File: config.mk
export PLATFORM = sky130hd
export DESIGN_NAME = mdio_phy_responder
export DESIGN_NICKNAME = d
export VERILOG_FILES = /design/src/rtl/mdio_phy_pkg.sv /design/src/rtl/mdio_frame_ctrl.sv /design/src/rtl/phy_reg_bank.sv /design/src/rtl/mdio_phy_responder.sv
export SDC_FILE = /design/constraint.sdc
export NUM_CORES = 1
export LEC_CHECK = 0
export BUFFER_PORTS_ARGS = -buffer_cell sky130_fd_sc_hd__buf_2
export CORE_MARGIN = 10
export CORE_UTILIZATION = 45
export DETAILED_ROUTE_END_ITERATION = 16
export PLACE_DENSITY_LB_ADDON = 0.05
export SLEW_MARGIN = 40
export SYNTH_ARGS = -nofsm -noshare
export SYNTH_HDL_FRONTEND = slang
export SYNTH_SLANG_ARGS = --single-unit
File: constraint.sdc
create_clock -name clk -period 7.7 [get_ports clk]
set_input_delay 0.385 -clock clk [delete_from_list [all_inputs] [get_ports clk]]
set_output_delay 0.385 -clock clk [all_outputs]
set_load 0.005 [all_outputs]
File: src/rtl/mdio_phy_pkg.sv
package mdio_phy_pkg;

  localparam int DATA_W     = 16;
  localparam int ADDR_W     = 5;
  localparam int NUM_REGS   = 1 << ADDR_W;
  localparam int OP_W       = 2;
  localparam int TA_W       = 2;
  localparam int HDR_BITS   = OP_W + 2 * ADDR_W;
  localparam int FRAME_BITS = HDR_BITS + TA_W + DATA_W;
  localparam int CNT_W      = $clog2(FRAME_BITS + 1);

  localparam logic [OP_W-1:0] OP_READ  = 2'b10;
  localparam logic [OP_W-1:0] OP_WRITE = 2'b01;

  // Slots whose read value is computed
  localparam logic [ADDR_W-1:0] SLOT_STATUS  = ADDR_W'(1);
  localparam logic [ADDR_W-1:0] SLOT_ADVERT  = ADDR_W'(4);
  localparam logic [ADDR_W-1:0] SLOT_PARTNER = ADDR_W'(5);
  localparam logic [ADDR_W-1:0] SLOT_FIXED   = ADDR_W'(17);
  localparam logic [ADDR_W-1:0] SLOT_SPEED   = ADDR_W'(18);

  localparam logic [DATA_W-1:0] STATUS_UP    = 16'h782E;
  localparam logic [DATA_W-1:0] PARTNER_BASE = 16'h4001;
  localparam logic [DATA_W-1:0] ABILITY_MASK = 16'h01E0;
  localparam logic [DATA_W-1:0] FIXED_WORD   = 16'h4C00;

  localparam int ADV_10FULL  = 6;
  localparam int ADV_100HALF = 7;
  localparam int ADV_100FULL = 8;
  localparam int SPEED_BIT   = 10;
  localparam int DUPLEX_BIT  = 11;
  localparam int SOFT_RST_BIT = DATA_W - 1;

  typedef enum logic [1:0] {
    ST_HUNT,
    ST_SOF,
    ST_BITS,
    ST_TAIL
  } frameStateT;

  typedef struct packed {
    logic              commitWrite;
    logic [ADDR_W-1:0] regAddr;
    logic [DATA_W-1:0] wrData;
  } regCmdT;

  function automatic logic [DATA_W-1:0] resetWord(input int idx);
    case (idx)
      0:       return 16'h3100;
      2:       return 16'h0141;
      3:       return 16'h0CC2;
      4:       return 16'h01E1;
      default: return '0;
    endcase
  endfunction

endpackage

File: src/rtl/mdio_frame_ctrl.sv
module mdio_frame_ctrl
  import mdio_phy_pkg::*;
#(
  parameter logic [ADDR_W-1:0] PHY_ADDR = ADDR_W'(7)
) (
  input  logic              clk,
  input  logic              rstN,
  input  logic              mdc,
  input  logic              mdioIn,
  input  logic [DATA_W-1:0] rdData,
  output regCmdT            cmd,
  output logic              mdioOut,
  output logic              mdioOe
);

  localparam logic [CNT_W-1:0] CNT_HDR_LAST = CNT_W'(HDR_BITS - 1);
  localparam logic [CNT_W-1:0] CNT_LAST     = CNT_W'(FRAME_BITS - 1);
  localparam logic [CNT_W-1:0] CNT_LOAD     = CNT_W'(HDR_BITS);
  localparam logic [CNT_W-1:0] CNT_TA2      = CNT_W'(HDR_BITS + 1);
  localparam logic [CNT_W-1:0] CNT_DATA0    = CNT_W'(HDR_BITS + TA_W);

  logic              mdcQ;
  logic              mdcRise, mdcFall;
  frameStateT        stateQ;
  logic [CNT_W-1:0]  cntQ;
  logic [DATA_W-1:0] shiftInQ;
  logic [DATA_W-1:0] shiftOutQ;
  logic              rdHitQ, wrHitQ;
  logic [ADDR_W-1:0] regAddrQ;

  logic [HDR_BITS-1:0] header;
  logic [OP_W-1:0]     hdrOp;
  logic                hdrAddrHit;
  logic                hdrDone, lastBit;

  assign mdcRise = mdc & ~mdcQ;
  assign mdcFall = ~mdc & mdcQ;

  assign header     = {shiftInQ[HDR_BITS-2:0], mdioIn};
  assign hdrOp      = header[HDR_BITS-1 -: OP_W];
  assign hdrAddrHit = (header[2*ADDR_W-1:ADDR_W] == PHY_ADDR);
  assign hdrDone    = mdcRise && (stateQ == ST_BITS) && (cntQ == CNT_HDR_LAST);
  assign lastBit    = mdcRise && (stateQ == ST_BITS) && (cntQ == CNT_LAST);

  assign cmd.commitWrite = lastBit && wrHitQ;
  assign cmd.regAddr     = regAddrQ;
  assign cmd.wrData      = {shiftInQ[DATA_W-2:0], mdioIn};

  always_ff @(posedge clk) begin
    if (!rstN) begin
      mdcQ      <= 1'b0;
      stateQ    <= ST_HUNT;
      cntQ      <= '0;
      shiftInQ  <= '0;
      shiftOutQ <= '0;
      rdHitQ    <= 1'b0;
      wrHitQ    <= 1'b0;
      regAddrQ  <= '0;
      mdioOut   <= 1'b0;
      mdioOe    <= 1'b0;
    end else begin
      mdcQ <= mdc;
      if (mdcRise) begin
        unique case (stateQ)
          ST_HUNT: if (!mdioIn) stateQ <= ST_SOF;
          ST_SOF: begin
            if (mdioIn) begin
              stateQ <= ST_BITS;
              cntQ   <= '0;
              rdHitQ <= 1'b0;
              wrHitQ <= 1'b0;
            end
          end
          ST_BITS: begin
            shiftInQ <= {shiftInQ[DATA_W-2:0], mdioIn};
            cntQ     <= cntQ + CNT_W'(1);
            if (hdrDone) begin
              rdHitQ   <= hdrAddrHit && (hdrOp == OP_READ);
              wrHitQ   <= hdrAddrHit && (hdrOp == OP_WRITE);
              regAddrQ <= header[ADDR_W-1:0];
            end
            if (lastBit) stateQ <= ST_TAIL;
          end
          default: ;
        endcase
      end else if (mdcFall) begin
        if (stateQ == ST_BITS && rdHitQ) begin
          if (cntQ == CNT_LOAD) begin
            shiftOutQ <= rdData;
          end else if (cntQ == CNT_TA2) begin
            mdioOe  <= 1'b1;
            mdioOut <= 1'b0;
          end else if (cntQ >= CNT_DATA0) begin
            mdioOut   <= shiftOutQ[DATA_W-1];
            shiftOutQ <= {shiftOutQ[DATA_W-2:0], 1'b0};
          end
        end else if (stateQ == ST_TAIL) begin
          mdioOe  <= 1'b0;
          mdioOut <= 1'b0;
          stateQ  <= ST_HUNT;
        end
      end
    end
  end


  drive_on_fall_chk: assert property (@(posedge clk) disable iff (!rstN)
    (!$stable(mdioOe) || !$stable(mdioOut)) |-> !mdcQ);


  ta_zero_chk: assert property (@(posedge clk) disable iff (!rstN)
    $rose(mdioOe) |-> !mdioOut);


  no_foreign_drive_chk: assert property (@(posedge clk) disable iff (!rstN)
    mdioOe |-> rdHitQ);


  no_foreign_write_chk: assert property (@(posedge clk) disable iff (!rstN)
    cmd.commitWrite |-> (wrHitQ && !rdHitQ));

endmodule

File: src/rtl/phy_reg_bank.sv
module phy_reg_bank
  import mdio_phy_pkg::*;
(
  input  logic              clk,
  input  logic              rstN,
  input  logic              linkUp,
  input  regCmdT            cmd,
  output logic [DATA_W-1:0] rdData
);

  logic [DATA_W-1:0] regQ [NUM_REGS];
  logic [DATA_W-1:0] advert;

  assign advert = regQ[SLOT_ADVERT];

  always_ff @(posedge clk) begin
    if (!rstN) begin
      for (int i = 0; i < NUM_REGS; i++) regQ[i] <= resetWord(i);
    end else if (cmd.commitWrite) begin
      regQ[cmd.regAddr]     <= cmd.wrData;
      regQ[0][SOFT_RST_BIT] <= 1'b0;
    end
  end

  always_comb begin
    rdData = regQ[cmd.regAddr];
    case (cmd.regAddr)
      SLOT_STATUS:  rdData = linkUp ? STATUS_UP : '0;
      SLOT_PARTNER: rdData = PARTNER_BASE | (advert & ABILITY_MASK);
      SLOT_FIXED:   rdData = FIXED_WORD;
      SLOT_SPEED: begin
        rdData = '0;
        if (linkUp) begin
          rdData[SPEED_BIT]  = advert[ADV_100HALF] | advert[ADV_100FULL];
          rdData[DUPLEX_BIT] = advert[ADV_100FULL] | advert[ADV_10FULL];
        end
      end
      default: ;
    endcase
  end


  soft_reset_clear_chk: assert property (@(posedge clk) disable iff (!rstN)
    cmd.commitWrite |=> !regQ[0][SOFT_RST_BIT]);


  stored_word_chk: assert property (@(posedge clk) disable iff (!rstN)
    (cmd.commitWrite && cmd.regAddr != '0) |=> regQ[$past(cmd.regAddr)] == $past(cmd.wrData));

endmodule

File: src/rtl/mdio_phy_responder.sv
module mdio_phy_responder
  import mdio_phy_pkg::*;
#(
  parameter int PHY_ADDR = 7
) (
  input  logic clk,
  input  logic rstN,
  input  logic mdc,
  input  logic mdioIn,
  input  logic linkUp,
  output logic mdioOut,
  output logic mdioOe
);

  regCmdT            regCmd;
  logic [DATA_W-1:0] rdData;

  mdio_frame_ctrl #(
    .PHY_ADDR(ADDR_W'(PHY_ADDR))
  ) i_ctrl (
    .clk    (clk),
    .rstN   (rstN),
    .mdc    (mdc),
    .mdioIn (mdioIn),
    .rdData (rdData),
    .cmd    (regCmd),
    .mdioOut(mdioOut),
    .mdioOe (mdioOe)
  );

  phy_reg_bank i_bank (
    .clk   (clk),
    .rstN  (rstN),
    .linkUp(linkUp),
    .cmd   (regCmd),
    .rdData(rdData)
  );

endmodule

==> summary.md <==
| Metric | Value |
|---|---|
| Setup TNS | 0 ns |
| GRT Overall Usage | 0.211 |
| Most frequent cells in the layout | 512 x edfxtp_1, 504 x and2_1, 104 x mux4_2 |
| Post-DP HPWL | ~46 mm |
| Antenna violations before repair | 1 |
| Share of layout cells above drive strength 1 | 0.170 |
| Post-synthesis mux area share | 0.116 |
| Iteration-0 DRC Markers | 1681 |
| R2R cell count | 7 |
| Vias | ~16000 |
| Max-cap violations | 0 |
| Slew @ Worst Pin | around 0.84 ns |
| DP Worst Slack | ~3.6 ns |
| Gr ovfl total | 0 |
| Status | completed |
| Post-synthesis xor/xnor area fraction | 0 |
| H-tree levels | 2 |
| Final Max Slew Viols | 0 |
| Clock Pin Slew Worst Setup and Hold Paths | 0.06 ns |
| Crit path DAT | between 4 and 5 ns |
| Critical path class | register to register |
| Post-synthesis adder-cell area fraction | 0.00378 |
| Fmax | roughly 0.24 GHz |
| Synth cell types | 73 |
| Critical Path Fanout Max | 19 |
| Row count | just under 90 |
| Period Utilization, post-route | 0.547 |
| # setup viols final | 0 |
| WHS | between 0.2 and 0.3 ns |
| Largest net degree at the start of global routing | 130 |
| Main combinational cell family by area after synthesis | simple AND/OR/NAND/NOR gates |
| Post-synth EDFFs | slightly above 500 |
| Die area | about 0.069 mm^2 |
| RSZ-0062 raised after global routing | no |
| Synth async-reset ratio | 0 |
| Most common cell after layout, fill and taps aside | edfxtp_1 |
| Leak Pwr | between 0.009 and 0.01 uW |
| Final ANT Viol Nets | 0 |
| Complex-gate fraction of the synthesized area | 0.0576 |
| Syn-to-layout area delta | 9.82% |
| Die W | about 260 um |
| Drt pass-1 iters | 5 |
| DR WL/cell | 27.4 um |
| CTS tree | yes |
| Sequential area share after synthesis | 0.621 |
| Fin. Hold Viols | 0 |
| Worst-case vdd ir drop | between 0.15 and 0.2 mV |
| CP startpoint kind | register |
| Vias in the first global route | around 16000 |
| Clk_skew | roughly 0.023 ns |
| Post-synth top flop | edfxtp_1 |
| Synth Instances | approximately 1900 |
| Critical path launch point | i_ctrl.stateQ[0]$_SDFFE_PN0P_ |
| Worst skew pair latency | 0.64 ns |
| Worst Setup EP | i_bank.regQ[0][14]$_SDFFCE_PN0P_ |
| Core ar. | 0.0580 mm^2 |
| Worst r2r src | i_ctrl.stateQ[0]$_SDFFE_PN0P_ |
| DP Cell Count | 2589 |
| First-pass GRT wire length | roughly 110 mm |
| Num CTS Buffers | 60 |
| Number of port buffers | 6 |
| Flop-to-flop setup slack | between 3 and 4 ns |
| DRT Wirelength | 74.1 mm |
| CTS Root Cell | clkbuf_16 |
| Die Ht | between 200 and 300 um |
| Clock Path Buffers | 3 |
| Number of vias per cell | approximately 5.8 |
| Number of remaining DRC errors | 0 |
| Nets | roughly 1900 |
| Hold WC Path Type | input port to register |
| Post-synthesis simple-gate area fraction | 0.171 |
| Required time of the critical path | roughly 8.0 ns |
| Final worst path period need | between 4 and 5 ns |
| IO Count | 7 |
| Avg Inst Size Synth | 13.8 um^2 |
| Gp weighted congestion | between 0.8 and 0.9 |
| Synth Register Bits | between 500 and 600 |
| Post-CTS Setup Bufs | 0 |
| Filler cells | 4939 |
| Starting density of the core | 0.456 |
| Max-slew headroom | 0.437 |
| Syn_nets | just under 2000 |
| R2R Path End | i_bank.regQ[0][14]$_SDFFCE_PN0P_ |
| CTS sink count | approximately 570 |
| Pwr dens | approximately 220 mW/mm^2 |
| Mapped Area | 0.0265 mm^2 |
| Post-route setup slack | approximately 3.5 ns |
| Critical path endpoint category | register |
| Fin cells | ~2700 |
| Synth warn | 0 |
report_power, final:
part           internal (uW)  total [uW]  switching, uW
registers               3470        3510           41.0
logic                   72.0         201            129
clock network           1470        2670           1190
total                   5020        6380           1360
repair_timing:
| item | CTS | global route |
|---|---|---|
| gates resized for setup | 0 | 0 |
| hold buffers | 1 | 0 |
| hold endpoints to repair | 1 | 0 |
how the worst min path moves through the flow:
stage,start,slack [ns],depth (start not counted),endpoint
3_3_place_gp,i_ctrl.shiftInQ[5]$_SDFFE_PN0P_,0.48,2,i_ctrl.shiftInQ[6]$_SDFFE_PN0P_
4_1_cts,mdioIn,0.24,3,i_ctrl.shiftInQ[0]$_SDFFE_PN0P_
3_5_place_dp,i_ctrl.shiftOutQ[2]$_SDFFE_PN0P_,0.47,2,i_ctrl.shiftOutQ[2]$_SDFFE_PN0P_
6_report,mdioIn,0.26,3,i_ctrl.shiftInQ[0]$_SDFFE_PN0P_
2_1_floorplan,i_ctrl.shiftOutQ[2]$_SDFFE_PN0P_,0.44,2,i_ctrl.shiftOutQ[2]$_SDFFE_PN0P_
5_1_grt,mdioIn,0.31,3,i_ctrl.shiftInQ[0]$_SDFFE_PN0P_
critical path, cell delays in order, from the launching register on:
cell	delay [ns]
dfxtp_1	0.34
inv_1	0.09
ha_1	0.42
and3b_1	0.73
and4_1	0.41
nand2_1	0.46
nor3_2	0.72
nand2b_1	0.64
synth_stat cells, drive strengths merged (5+ instances only):
master,count,area share
a211oi,11,0.0031
a21oi,44,0.0083
a221oi,7,0.0026
a22o,23,0.0076
a22oi,14,0.0040
and2,505,0.12
buf,43,0.011
clkbuf,125,0.018
dfxtp,53,0.040
edfxtp,512,0.58
ha,8,0.0038
inv,7,0.00099
mux2,38,0.016
mux2i,31,0.012
mux4,104,0.088
nand2,70,0.010
nand2b,29,0.0069
nand3,13,0.0031
nand4,5,0.0012
nor2,53,0.0078
nor2b,21,0.0050
nor3,21,0.0056
nor3b,6,0.0017
o21ai,90,0.017
o22ai,11,0.0026
or3,15,0.0035
metal layers:
metal | vias to the layer above | global-route usage | routed length (um)
met1 | 8049 | 0.306 | 33900
met5 | - | 0 | 0
met3 | 77 | 0.0315 | 4350
met2 | 490 | 0.332 | 34700
met4 | 0 | 0.0457 | 1210
li1 | 6999 | - | -
registers in the layout (all words and copies together) (netlist names), named ones only:
name / cells
i_ctrl.stateQ: 2
i_ctrl.wrHitQ: 1
i_bank.regQ: 512
i_ctrl.mdioOe: 1
i_ctrl.cntQ: 5
i_ctrl.mdcQ: 1
i_ctrl.mdioOut: 1
i_ctrl.regAddrQ: 5
i_ctrl.rdHitQ: 1
i_ctrl.shiftInQ: 15
i_ctrl.shiftOutQ: 16
cell families after synthesis:
| group | Yosys count |
|---|---|
| flops | 565 |
| fa+ha+maj | 8 |
| buf+inv | 176 |
| mux | 173 |
| other cells | 1 |
| compound gates | 238 |
| simple gates | 762 |
final cells by class:
type | count | area (um^2) | share of cell area
multi-input combinational | 1182 | 9310 | 0.320
clock inverter | 27 | 150 | 0.00516
antenna | 3 | 7.51 | 0.000258
inverter | 8 | 30.0 | 0.00103
tap | 765 | 957 | 0.0329
timing repair buffer | 72 | 571 | 0.0196
sequential | 565 | 16500 | 0.566
clock buffer | 80 | 1600 | 0.0549
metrics by stage:
stage                     utilization  total power (uW)  area (um^2)
after detailed placement        0.470              3780        27200
after CTS                       0.500              6430        29000
final                           0.501              6380        29100
after global routing            0.501              6580        29100
after global placement          0.469              3770        27200
after floorplan                     -              3680        26500
Power figures use the tool's default switching activity.
